<file path="src/rtl/sram_ctrl_pkg.sv">
package sram_ctrl_pkg;

  typedef enum logic [2:0] {
    ST_IDLE   = 3'd0,
    ST_SETUP  = 3'd1,
    ST_WPULSE = 3'd2,
    ST_WREC   = 3'd3,
    ST_RACC   = 3'd4,
    ST_RTURN  = 3'd5
  } seq_state_e;

  // selectors for the nanosecond table
  localparam int T_RC  = 0;  // read / write cycle, address access
  localparam int T_OE  = 1;  // output gate access
  localparam int T_WP  = 2;  // write pulse width
  localparam int T_DS  = 3;  // data setup before end of write
  localparam int T_HZ  = 4;  // worst bus release after deselect
  localparam int T_REC = 5;  // write recovery

  function automatic int grade_ns(input int grade, input int kind);
    int v;
    v = 0;
    case (kind)
      T_RC:  case (grade) 1: v = 85; 2: v = 120; 3: v = 150; default: v = 70; endcase
      T_OE:  case (grade) 1: v = 45; 2: v = 60;  3: v = 70;  default: v = 35; endcase
      T_WP:  case (grade) 1: v = 65; 2: v = 85;  3: v = 90;  default: v = 55; endcase
      T_DS:  case (grade) 1: v = 35; 2: v = 45;  3: v = 50;  default: v = 30; endcase
      T_HZ:  case (grade) 1: v = 35; 2: v = 45;  3: v = 60;  default: v = 25; endcase
      default: v = 5;
    endcase
    return v;
  endfunction

  function automatic int ns_to_cyc(input int ns, input int clk_ps);
    int c;
    c = (ns * 1000 + clk_ps - 1) / clk_ps;
    if (c < 1) c = 1;
    return c;
  endfunction

  function automatic int max3(input int a, input int b, input int c);
    int m;
    m = a;
    if (b > m) m = b;
    if (c > m) m = c;
    return m;
  endfunction

endpackage

</file>
<file path="src/rtl/sram_reset_sync.sv">
module sram_reset_sync #(
  parameter int STAGES = 2
) (
  input  logic clk,
  input  logic rst_n,
  output logic rst_sync_n
);
  logic [STAGES-1:0] chain_q;

  always_ff @(posedge clk or negedge rst_n) begin
    if (!rst_n) chain_q <= '0;
    else        chain_q <= {chain_q[STAGES-2:0], 1'b1};
  end

  assign rst_sync_n = chain_q[STAGES-1];
endmodule

</file>
<file path="src/rtl/sram_phase_timer.sv">
module sram_phase_timer #(
  parameter int CNT_W = 4
) (
  input  logic             clk,
  input  logic             rst_n,
  input  logic             load,
  input  logic [CNT_W-1:0] load_val,
  output logic             expired
);
  logic [CNT_W-1:0] cnt_q, cnt_d;
  logic             cnt_en;

  always_comb begin
    cnt_en = load || (cnt_q != '0);
    if (load) cnt_d = load_val;
    else      cnt_d = cnt_q - 1'b1;
  end

  always_ff @(posedge clk or negedge rst_n) begin
    if (!rst_n)      cnt_q <= '0;
    else if (cnt_en) cnt_q <= cnt_d;
  end

  assign expired = (cnt_q == '0);
endmodule

</file>
<file path="src/rtl/sram_seq_fsm.sv">
module sram_seq_fsm
  import sram_ctrl_pkg::*;
#(
  parameter int CNT_W   = 4,
  parameter int RD_CYC  = 7,
  parameter int WP_CYC  = 6,
  parameter int REC_CYC = 1,
  parameter int HZ_CYC  = 3
) (
  input  logic             clk,
  input  logic             rst_n,
  input  logic             req,
  input  logic             wr_q,
  input  logic             expired,
  output logic             accept,
  output logic             capture,
  output logic             tmr_load,
  output logic [CNT_W-1:0] tmr_val,
  output logic             ce_n,
  output logic             we_n,
  output logic             oe_n,
  output logic             dq_oe,
  output logic             done
);
  localparam logic [CNT_W-1:0] RD_LOAD  = CNT_W'(RD_CYC - 1);
  localparam logic [CNT_W-1:0] WP_LOAD  = CNT_W'(WP_CYC - 1);
  localparam logic [CNT_W-1:0] REC_LOAD = CNT_W'(REC_CYC - 1);
  localparam logic [CNT_W-1:0] HZ_LOAD  = CNT_W'(HZ_CYC - 1);

  seq_state_e state_q, state_d;
  logic ce_n_q, we_n_q, oe_n_q, dq_oe_q, done_q;
  logic ce_n_d, we_n_d, oe_n_d, dq_oe_d, done_d;

  // next-state and timer control
  always_comb begin
    state_d  = state_q;
    accept   = 1'b0;
    capture  = 1'b0;
    tmr_load = 1'b0;
    tmr_val  = '0;
    case (state_q)
      ST_IDLE: begin
        if (req && !done_q) begin
          state_d  = ST_SETUP;
          accept   = 1'b1;
          tmr_load = 1'b1;
        end
      end
      ST_SETUP: begin
        tmr_load = 1'b1;
        if (wr_q) begin
          state_d = ST_WPULSE;
          tmr_val = WP_LOAD;
        end else begin
          state_d = ST_RACC;
          tmr_val = RD_LOAD;
        end
      end
      ST_WPULSE: begin
        if (expired) begin
          state_d  = ST_WREC;
          tmr_load = 1'b1;
          tmr_val  = REC_LOAD;
        end
      end
      ST_WREC: begin
        if (expired) state_d = ST_IDLE;
      end
      ST_RACC: begin
        if (expired) begin
          state_d  = ST_RTURN;
          capture  = 1'b1;
          tmr_load = 1'b1;
          tmr_val  = HZ_LOAD;
        end
      end
      ST_RTURN: begin
        if (expired) state_d = ST_IDLE;
      end
      default: state_d = ST_IDLE;
    endcase
  end

  // registered strobe values derived from the next state
  always_comb begin
    ce_n_d  = !((state_d == ST_WPULSE) || (state_d == ST_RACC));
    we_n_d  = (state_d != ST_WPULSE);
    oe_n_d  = (state_d != ST_RACC);
    dq_oe_d = (state_d == ST_WPULSE) ||
              ((state_q == ST_WPULSE) && (state_d == ST_WREC));
    done_d  = (state_d == ST_IDLE) && (state_q != ST_IDLE);
  end

  always_ff @(posedge clk or negedge rst_n) begin
    if (!rst_n) begin
      state_q <= ST_IDLE;
      ce_n_q  <= 1'b1;
      we_n_q  <= 1'b1;
      oe_n_q  <= 1'b1;
      dq_oe_q <= 1'b0;
      done_q  <= 1'b0;
    end else begin
      state_q <= state_d;
      ce_n_q  <= ce_n_d;
      we_n_q  <= we_n_d;
      oe_n_q  <= oe_n_d;
      dq_oe_q <= dq_oe_d;
      done_q  <= done_d;
    end
  end

  assign ce_n  = ce_n_q;
  assign we_n  = we_n_q;
  assign oe_n  = oe_n_q;
  assign dq_oe = dq_oe_q;
  assign done  = done_q;
endmodule

</file>
<file path="src/rtl/sram_data_path.sv">
module sram_data_path #(
  parameter int AW = 17,
  parameter int DW = 8
) (
  input  logic          clk,
  input  logic          rst_n,
  input  logic          accept,
  input  logic          capture,
  input  logic          host_wr,
  input  logic [AW-1:0] host_addr,
  input  logic [DW-1:0] host_wdata,
  input  logic [DW-1:0] mem_dq_in,
  output logic          wr_q,
  output logic [AW-1:0] mem_addr,
  output logic [DW-1:0] mem_dq_out,
  output logic [DW-1:0] host_rdata
);
  logic          wr_r;
  logic [AW-1:0] addr_r;
  logic [DW-1:0] wdata_r, rdata_r;

  always_ff @(posedge clk or negedge rst_n) begin
    if (!rst_n) begin
      wr_r    <= 1'b0;
      addr_r  <= '0;
      wdata_r <= '0;
    end else if (accept) begin
      wr_r    <= host_wr;
      addr_r  <= host_addr;
      wdata_r <= host_wdata;
    end
  end

  always_ff @(posedge clk or negedge rst_n) begin
    if (!rst_n)       rdata_r <= '0;
    else if (capture) rdata_r <= mem_dq_in;
  end

  assign wr_q       = wr_r;
  assign mem_addr   = addr_r;
  assign mem_dq_out = wdata_r;
  assign host_rdata = rdata_r;
endmodule

</file>
<file path="src/rtl/sram_cycle_ctrl.sv">
module sram_cycle_ctrl
  import sram_ctrl_pkg::*;
#(
  parameter int CLK_PS      = 10000,
  parameter int GRADE       = 0,
  parameter int AW          = 17,
  parameter int DW          = 8,
  parameter int SYNC_STAGES = 2
) (
  input  logic          clk,
  input  logic          rst_n,
  input  logic          host_req,
  input  logic          host_wr,
  input  logic [AW-1:0] host_addr,
  input  logic [DW-1:0] host_wdata,
  output logic [DW-1:0] host_rdata,
  output logic          host_done,
  output logic          mem_ce_n,
  output logic          mem_we_n,
  output logic          mem_oe_n,
  output logic [AW-1:0] mem_addr,
  output logic [DW-1:0] mem_dq_out,
  output logic          mem_dq_oe,
  input  logic [DW-1:0] mem_dq_in
);
  localparam int C_RC  = ns_to_cyc(grade_ns(GRADE, T_RC),  CLK_PS);
  localparam int C_OE  = ns_to_cyc(grade_ns(GRADE, T_OE),  CLK_PS);
  localparam int C_WP  = ns_to_cyc(grade_ns(GRADE, T_WP),  CLK_PS);
  localparam int C_DS  = ns_to_cyc(grade_ns(GRADE, T_DS),  CLK_PS);
  localparam int C_HZ  = ns_to_cyc(grade_ns(GRADE, T_HZ),  CLK_PS);
  localparam int C_REC = ns_to_cyc(grade_ns(GRADE, T_REC), CLK_PS);

  localparam int RD_CYC  = max3(C_RC, C_OE, C_RC - 1);
  localparam int WP_CYC  = max3(C_WP, C_DS, 1);
  localparam int REC_CYC = max3(C_REC, C_RC - 1 - WP_CYC, 1);
  localparam int HZ_CYC  = C_HZ;
  localparam int MAX_CYC = max3(max3(RD_CYC, WP_CYC, REC_CYC), HZ_CYC, 1);
  localparam int CNT_W   = $clog2(MAX_CYC + 1);

  logic             rst_int_n;
  logic             accept, capture, tmr_load, expired, wr_q;
  logic [CNT_W-1:0] tmr_val;

  sram_reset_sync #(.STAGES(SYNC_STAGES)) u_rst (
    .clk        (clk),
    .rst_n      (rst_n),
    .rst_sync_n (rst_int_n)
  );

  sram_phase_timer #(.CNT_W(CNT_W)) u_tmr (
    .clk      (clk),
    .rst_n    (rst_int_n),
    .load     (tmr_load),
    .load_val (tmr_val),
    .expired  (expired)
  );

  sram_seq_fsm #(
    .CNT_W   (CNT_W),
    .RD_CYC  (RD_CYC),
    .WP_CYC  (WP_CYC),
    .REC_CYC (REC_CYC),
    .HZ_CYC  (HZ_CYC)
  ) u_fsm (
    .clk      (clk),
    .rst_n    (rst_int_n),
    .req      (host_req),
    .wr_q     (wr_q),
    .expired  (expired),
    .accept   (accept),
    .capture  (capture),
    .tmr_load (tmr_load),
    .tmr_val  (tmr_val),
    .ce_n     (mem_ce_n),
    .we_n     (mem_we_n),
    .oe_n     (mem_oe_n),
    .dq_oe    (mem_dq_oe),
    .done     (host_done)
  );

  sram_data_path #(.AW(AW), .DW(DW)) u_dp (
    .clk        (clk),
    .rst_n      (rst_int_n),
    .accept     (accept),
    .capture    (capture),
    .host_wr    (host_wr),
    .host_addr  (host_addr),
    .host_wdata (host_wdata),
    .mem_dq_in  (mem_dq_in),
    .wr_q       (wr_q),
    .mem_addr   (mem_addr),
    .mem_dq_out (mem_dq_out),
    .host_rdata (host_rdata)
  );
endmodule

</file>
<file path="config.mk">
export PLATFORM = sky130hd
export DESIGN_NAME = sram_cycle_ctrl
export DESIGN_NICKNAME = d
export VERILOG_FILES = /design/src/rtl/sram_ctrl_pkg.sv /design/src/rtl/sram_reset_sync.sv /design/src/rtl/sram_phase_timer.sv /design/src/rtl/sram_seq_fsm.sv /design/src/rtl/sram_data_path.sv /design/src/rtl/sram_cycle_ctrl.sv
export SDC_FILE = /design/constraint.sdc
export NUM_CORES = 1
export LEC_CHECK = 0
export BUFFER_PORTS_ARGS = -buffer_cell sky130_fd_sc_hd__buf_2
export CAP_MARGIN = 20
export CORE_UTILIZATION = 48
export DETAILED_ROUTE_END_ITERATION = 7
export HOLD_SLACK_MARGIN = 0.08
export PLACE_DENSITY_LB_ADDON = 0.25
export SYNTH_ARGS = -nofsm -noshare
export SYNTH_HDL_FRONTEND = slang
export SYNTH_SLANG_ARGS = --single-unit
</file>
<file path="constraint.sdc">
create_clock -name clk -period 2.1 [get_ports clk]
set_clock_uncertainty 0.1 [all_clocks]
set_input_delay 0.42 -clock clk [delete_from_list [all_inputs] [get_ports clk]]
set_output_delay 0.42 -clock clk [all_outputs]
set_load 0.05 [all_outputs]
</file>
==> results of run 1 <==
## registers in the layout (all words and copies together) (netlist names)
name,flops
u_dp.host_rdata,8
u_dp.mem_addr,17
u_dp.mem_dq_out,8
u_dp.wr_q,1
u_fsm.ce_n,1
u_fsm.done,1
u_fsm.dq_oe,1
u_fsm.oe_n,1
u_fsm.state_q,3
u_fsm.we_n,1
u_rst.chain_q,2
u_tmr.cnt_q,3
## layout make-up
cell class                 instances  share of cell area [%]
sequential                        47                    46.9
tap                               50                    2.48
clock buffer                       8                    3.97
multi-input combinational         77                    29.4
inverter                           5                   0.745
timing repair buffer              78                    16.5
## critical path: stages (launching register included)
cell and delay (ns):
dfrtp_1 0.62, nand2_1 0.19, nor3b_4 0.40, mux2_2 0.39
## layout by cell type (no fill, tap or decap), drive strengths merged
cell type and instances:
dfstp 3, nand3 1, ha 2, a2bb2oi 1, nand2b 5, a21o 1, clkbuf 8, buf 77
dfrtp 44, nor2 4, a21oi 5, conb 1, nor4 1, nor3b 1, xor2 2, nand2 4
o2bb2ai 1, and2 1, dlygate4sd3 1, nor3 2, mux2 34, nand3b 1, a211o 1, o21ai 3
a31oi 6, inv 5
## worst max-delay path by stage
stage and to:
2_1_floorplan u_dp.mem_addr[0], 3_3_place_gp u_dp.host_rdata[7], 3_5_place_dp u_dp.host_rdata[1], 4_1_cts u_dp.host_rdata[1], 5_1_grt u_dp.host_rdata[0], 6_report u_dp.host_rdata[1]
## synthesized netlist by cell type (2+ instances only)
cell	n
dfrtp_1	44
mux2_4	19
mux2_2	15
a31oi_1	6
a21oi_1	5
inv_1	5
nand2b_1	5
nand2_1	4
nor2_1	4
buf_6	3
clkbuf_1	3
dfstp_2	3
o21ai_0	3
ha_1	2
nor3_1	2
xor2_1	2
## cell families after synthesis
group                    share of synthesized area (%)
other                                            0.189
AND/OR/NAND/NOR                                   6.55
XOR/XNOR                                         0.882
adder cells (fa/ha/maj)                           1.26
flip-flops                                        59.4
buffers and inverters                             3.21
multiplexers                                      22.9
AO/OA/AOI/OAI                                     5.61
## per-layer routing
metal	vias up	global-route usage, %	routed length (µm)
li1	627	-	-
met1	649	22.2	1570
met2	65	30.4	1820
met3	7	3.79	286
met4	0	10.4	76
met5	-	0	0
## per-stage QoR
step	std cells	area (µm²)	hold WS [ns]
3_5_place_dp	256	2410	0.110
3_3_place_gp	256	2410	0.104
5_1_grt	265	2520	0.244
2_1_floorplan	135	1990	0.0244
4_1_cts	265	2520	0.245
6_report	265	2520	0.239
==> results.cfg, run 1 <==
[clock_network]
post-cts-setup-buffer-count = 0
ctsResizeCount = 0
numCtsBuffers = 5
clk_latency_ns = 0.29
cts.sinks = 47
cts_tree = done
cts-root-buf = clkbuf_8
path_clk_slew_ns = 0.08
htreeDepth = 2
hold_buffers = 1
cts_buffer_depth = 2

[drt]
wirelength_um = 3760
drcViolationCount = 0
drtIter0Drc = 42
ant_nets = 0
vias = 1348
drt_pass1_iterations = 4
routed_via_density = 5.09
wl_per_cell_um = 14.2

[sta]
max_freq_mhz = 551
fin_crit_ns = 1.81
finalCritPeriodShare_pct = 86.4
setup_viol = 0
fin_ws_ns = 0.286
tightest_slew_ns = 0.537
timing.slew.headroom_pct = 64.2
rsz0062_at_grt = false
finalHoldViolCount = 0
setup_tns_ns = 0
drv_slew = 0

[floorplan]
die_area_um2 = 4400
die_w_um = 66.3
die_h_um = 66.3
io_pins = 75
rows = 23
start_util_pct = 50.0
core_region_area_um2 = 3970

[global_route]
grt-ovfl-total = 0
grt_max_degree = 46
grt_usage_pct = 18.4
grt_pass1_vias = 1305
grt_antenna_before_repair = 0
grt_pass1_wl_um = 5870

[place]
port_buffers = 74
gp_congestion = 0.844
dpl.hpwl_um = 2750
place_ws_ns = 0.296

[worst_setup_path]
reg2reg_depth = 3
critPathLaunchType = flip-flop
arrival_ns = 1.89
worstReg2RegStart = u_fsm.state_q[2]
crit_type = reg2reg
worst_ep_required_time_ns = 2.18
crit_start = u_fsm.state_q[2]
cp_max_fo = 14
critPathCaptureType = flip-flop
timing.rr.end = u_dp.host_rdata[1]
reg2reg_slack_ns = 0.29

[finish]
nets = 253
multi_input_area_um2 = 742
diodes = 0
syn2layout_area_growth_pct = 26.9
ff_latch_area_um2 = 1180
fillCellCount = 327
drive_gt1_share_pct = 57.7
finish.utilization_pct = 63.5

[synthesis]
synth_seq_cells = 47
synth_area_um2 = 1990
yosys_warnings = 0
synth_ff_type = dfrtp_1
seq_area_frac_synth_pct = 59.4
synth_edf_count = 0
ys_async_sr_fraction_pct = 100
synthTopCellsByArea = dfrtp_1 (55%), mux2_4 (14%), mux2_2 (8.5%)
yosysTopAreaCell = dfrtp_1
synthCells = 135
syn-mean-instance-area_um2 = 14.7
netlist-cell-type-count = 26
synth_nets = 174
synth.top_cell.area_share_pct = 55.5

[run]
max_cap_violations = 0

[run_status]
outcome = finished, final reports clean

[hold_path]
hold_class = reg2async
Power of run 1 is not shown: default switching activity piles up to over one toggle a cycle in this logic, so the estimate is an artifact.
==> run 2: changes to the inputs <==
--- a/config.mk
+++ b/config.mk
@@ -7,7 +7,9 @@
 export LEC_CHECK = 0
 export BUFFER_PORTS_ARGS = -buffer_cell sky130_fd_sc_hd__buf_2
 export CAP_MARGIN = 20
-export CORE_UTILIZATION = 48
+export CELL_PAD_IN_SITES_DETAIL_PLACEMENT = 0
+export CELL_PAD_IN_SITES_GLOBAL_PLACEMENT = 1
+export CORE_UTILIZATION = 38
 export DETAILED_ROUTE_END_ITERATION = 7
 export HOLD_SLACK_MARGIN = 0.08
 export PLACE_DENSITY_LB_ADDON = 0.25
==> results.cfg, run 2 (synthesis results as in run 1) <==
[run_status]
outcome = finished, final reports clean

[finish]
diodes = 0
fin_area_um2 = 2570
multi_input_area_um2 = 742
fillCellCount = 435
ff_latch_area_um2 = 1180
layout_commonest_cell = buf_2
nets = 257
drive_gt1_share_pct = 58.0
syn2layout_area_growth_pct = 29.6
final_cell_mix = buf_2 (74), dfrtp_1 (43), mux2_4 (19), mux2_2 (15)
largest_reg_flops = 17

[worst_setup_path]
crit_type = reg2reg
critPathLaunchType = flip-flop
reg2reg_slack_ns = 0.28
worst_ep_required_time_ns = 2.17
critPathCaptureType = flip-flop
path_cells = inv_1, nand2_1, nor3b_4, mux2_2
arrival_ns = 1.90
reg2reg_depth = 4
cpMaxStageDelayCell = dfrtp_1
slowest_delay_ns = 0.49
cp_max_fo = 8
worstReg2RegStart = u_fsm.state_q[0]
timing.rr.end = u_dp.host_rdata[6]

[sta]
drv_slew = 0
whs_ns = 0.158
tightest_slew_ns = 0.519
finalCritPeriodShare_pct = 86.9
setup_viol = 0
setup_tns_ns = 0
timing.slew.headroom_pct = 65.3
max_freq_mhz = 548
finalHoldViolCount = 0
rsz0062_at_grt = false
fin_crit_ns = 1.82

[global_route]
grt-ovfl-total = 0
grtUsageMet1_pct = 17.8
top_usage_layer = met2
grt_max_degree = 28
use_met3_pct = 6.50
gr-usage-met2_pct = 23.1
grt_pass1_wl_um = 5930
grt_usage_pct = 14.6
grt_pass1_vias = 1317
grt_antenna_before_repair = 0

[drt]
ant_nets = 0
routed_via_density = 4.63
wl_per_cell_um = 12.8
wirelength_um = 3670
drtIter0Drc = 27
vias = 1324
drcViolationCount = 0
drt_pass1_iterations = 4

[place]
dpl.hpwl_um = 2690
port_buffers = 74
dpl_cell_area_um2 = 2450
gp_congestion = 0.743

[run]
max_cap_violations = 0

[clock_network]
numCtsBuffers = 5
post-cts-setup-buffer-count = 0
htreeDepth = 2
cts.sinks = 47
clk_latency_ns = 0.30
cts_tree = done
path_clk_slew_ns = 0.09
cts_buffer_depth = 2
cts-root-buf = clkbuf_8

[floorplan]
rows = 25
core_region_area_um2 = 4880
die_area_um2 = 5520
die_w_um = 74.3
io_pins = 75
start_util_pct = 40.7
die_h_um = 74.3

[hold_path]
hold_class = reg2async
run 2: repair_timing:
item	in CTS	in global routing
hold buffers	3	0
hold endpoints to repair	14	0
gates resized for setup	0	0
run 2: cell type report:
type                    instances  area share [%]
flip-flops and latches         47            45.9
multi-input cells              77            28.8
repair buffers                 82            17.5
well taps                      67            3.26
clock buffers                   6            3.21
inverters                       5           0.730
clock inverters                 2           0.535
run 2: worst max-delay path by stage:
| stage | from | end | slack [ns] | depth (start not counted) |
|---|---|---|---|---|
| global route | u_fsm.state_q[0] | u_dp.host_rdata[6] | 0.13 | 4 |
| global placement | u_fsm.state_q[0] | u_dp.host_rdata[1] | 0.37 | 4 |
| CTS | u_fsm.state_q[0] | u_dp.host_rdata[6] | 0.24 | 4 |
| finish | u_fsm.state_q[0] | u_dp.host_rdata[6] | 0.28 | 4 |
| floorplan | u_fsm.done | u_dp.mem_addr[0] | 0.13 | 4 |
| detailed placement | u_fsm.state_q[0] | u_dp.host_rdata[6] | 0.28 | 4 |
run 2: through the flow:
| stage | instances | setup slack [ns] | utilization (%) |
|---|---|---|---|
| 2_1_floorplan | 135 | 0.133 | - |
| 3_3_place_gp | 275 | 0.366 | 50.1 |
| 3_5_place_dp | 275 | 0.277 | 50.1 |
| 4_1_cts | 286 | 0.243 | 52.7 |
| 5_1_grt | 286 | 0.130 | 52.7 |
| 6_report | 286 | 0.276 | 52.7 |
run 2: per-layer routing:
metal	wire [µm]	vias to the layer above
met5	0	-
met4	56	0
met3	319	6
met2	1610	62
met1	1690	626
li1	-	630
run 2: worst max-delay path: cells and delay by family (launching register included):
family / cells / cell delay [ns]
DFF: 1 / 0.49
and+or+nand+nor: 2 / 0.53
buffers and inverters: 1 / 0.19
muxes: 1 / 0.39
Power of run 2 is left out for the same reason.
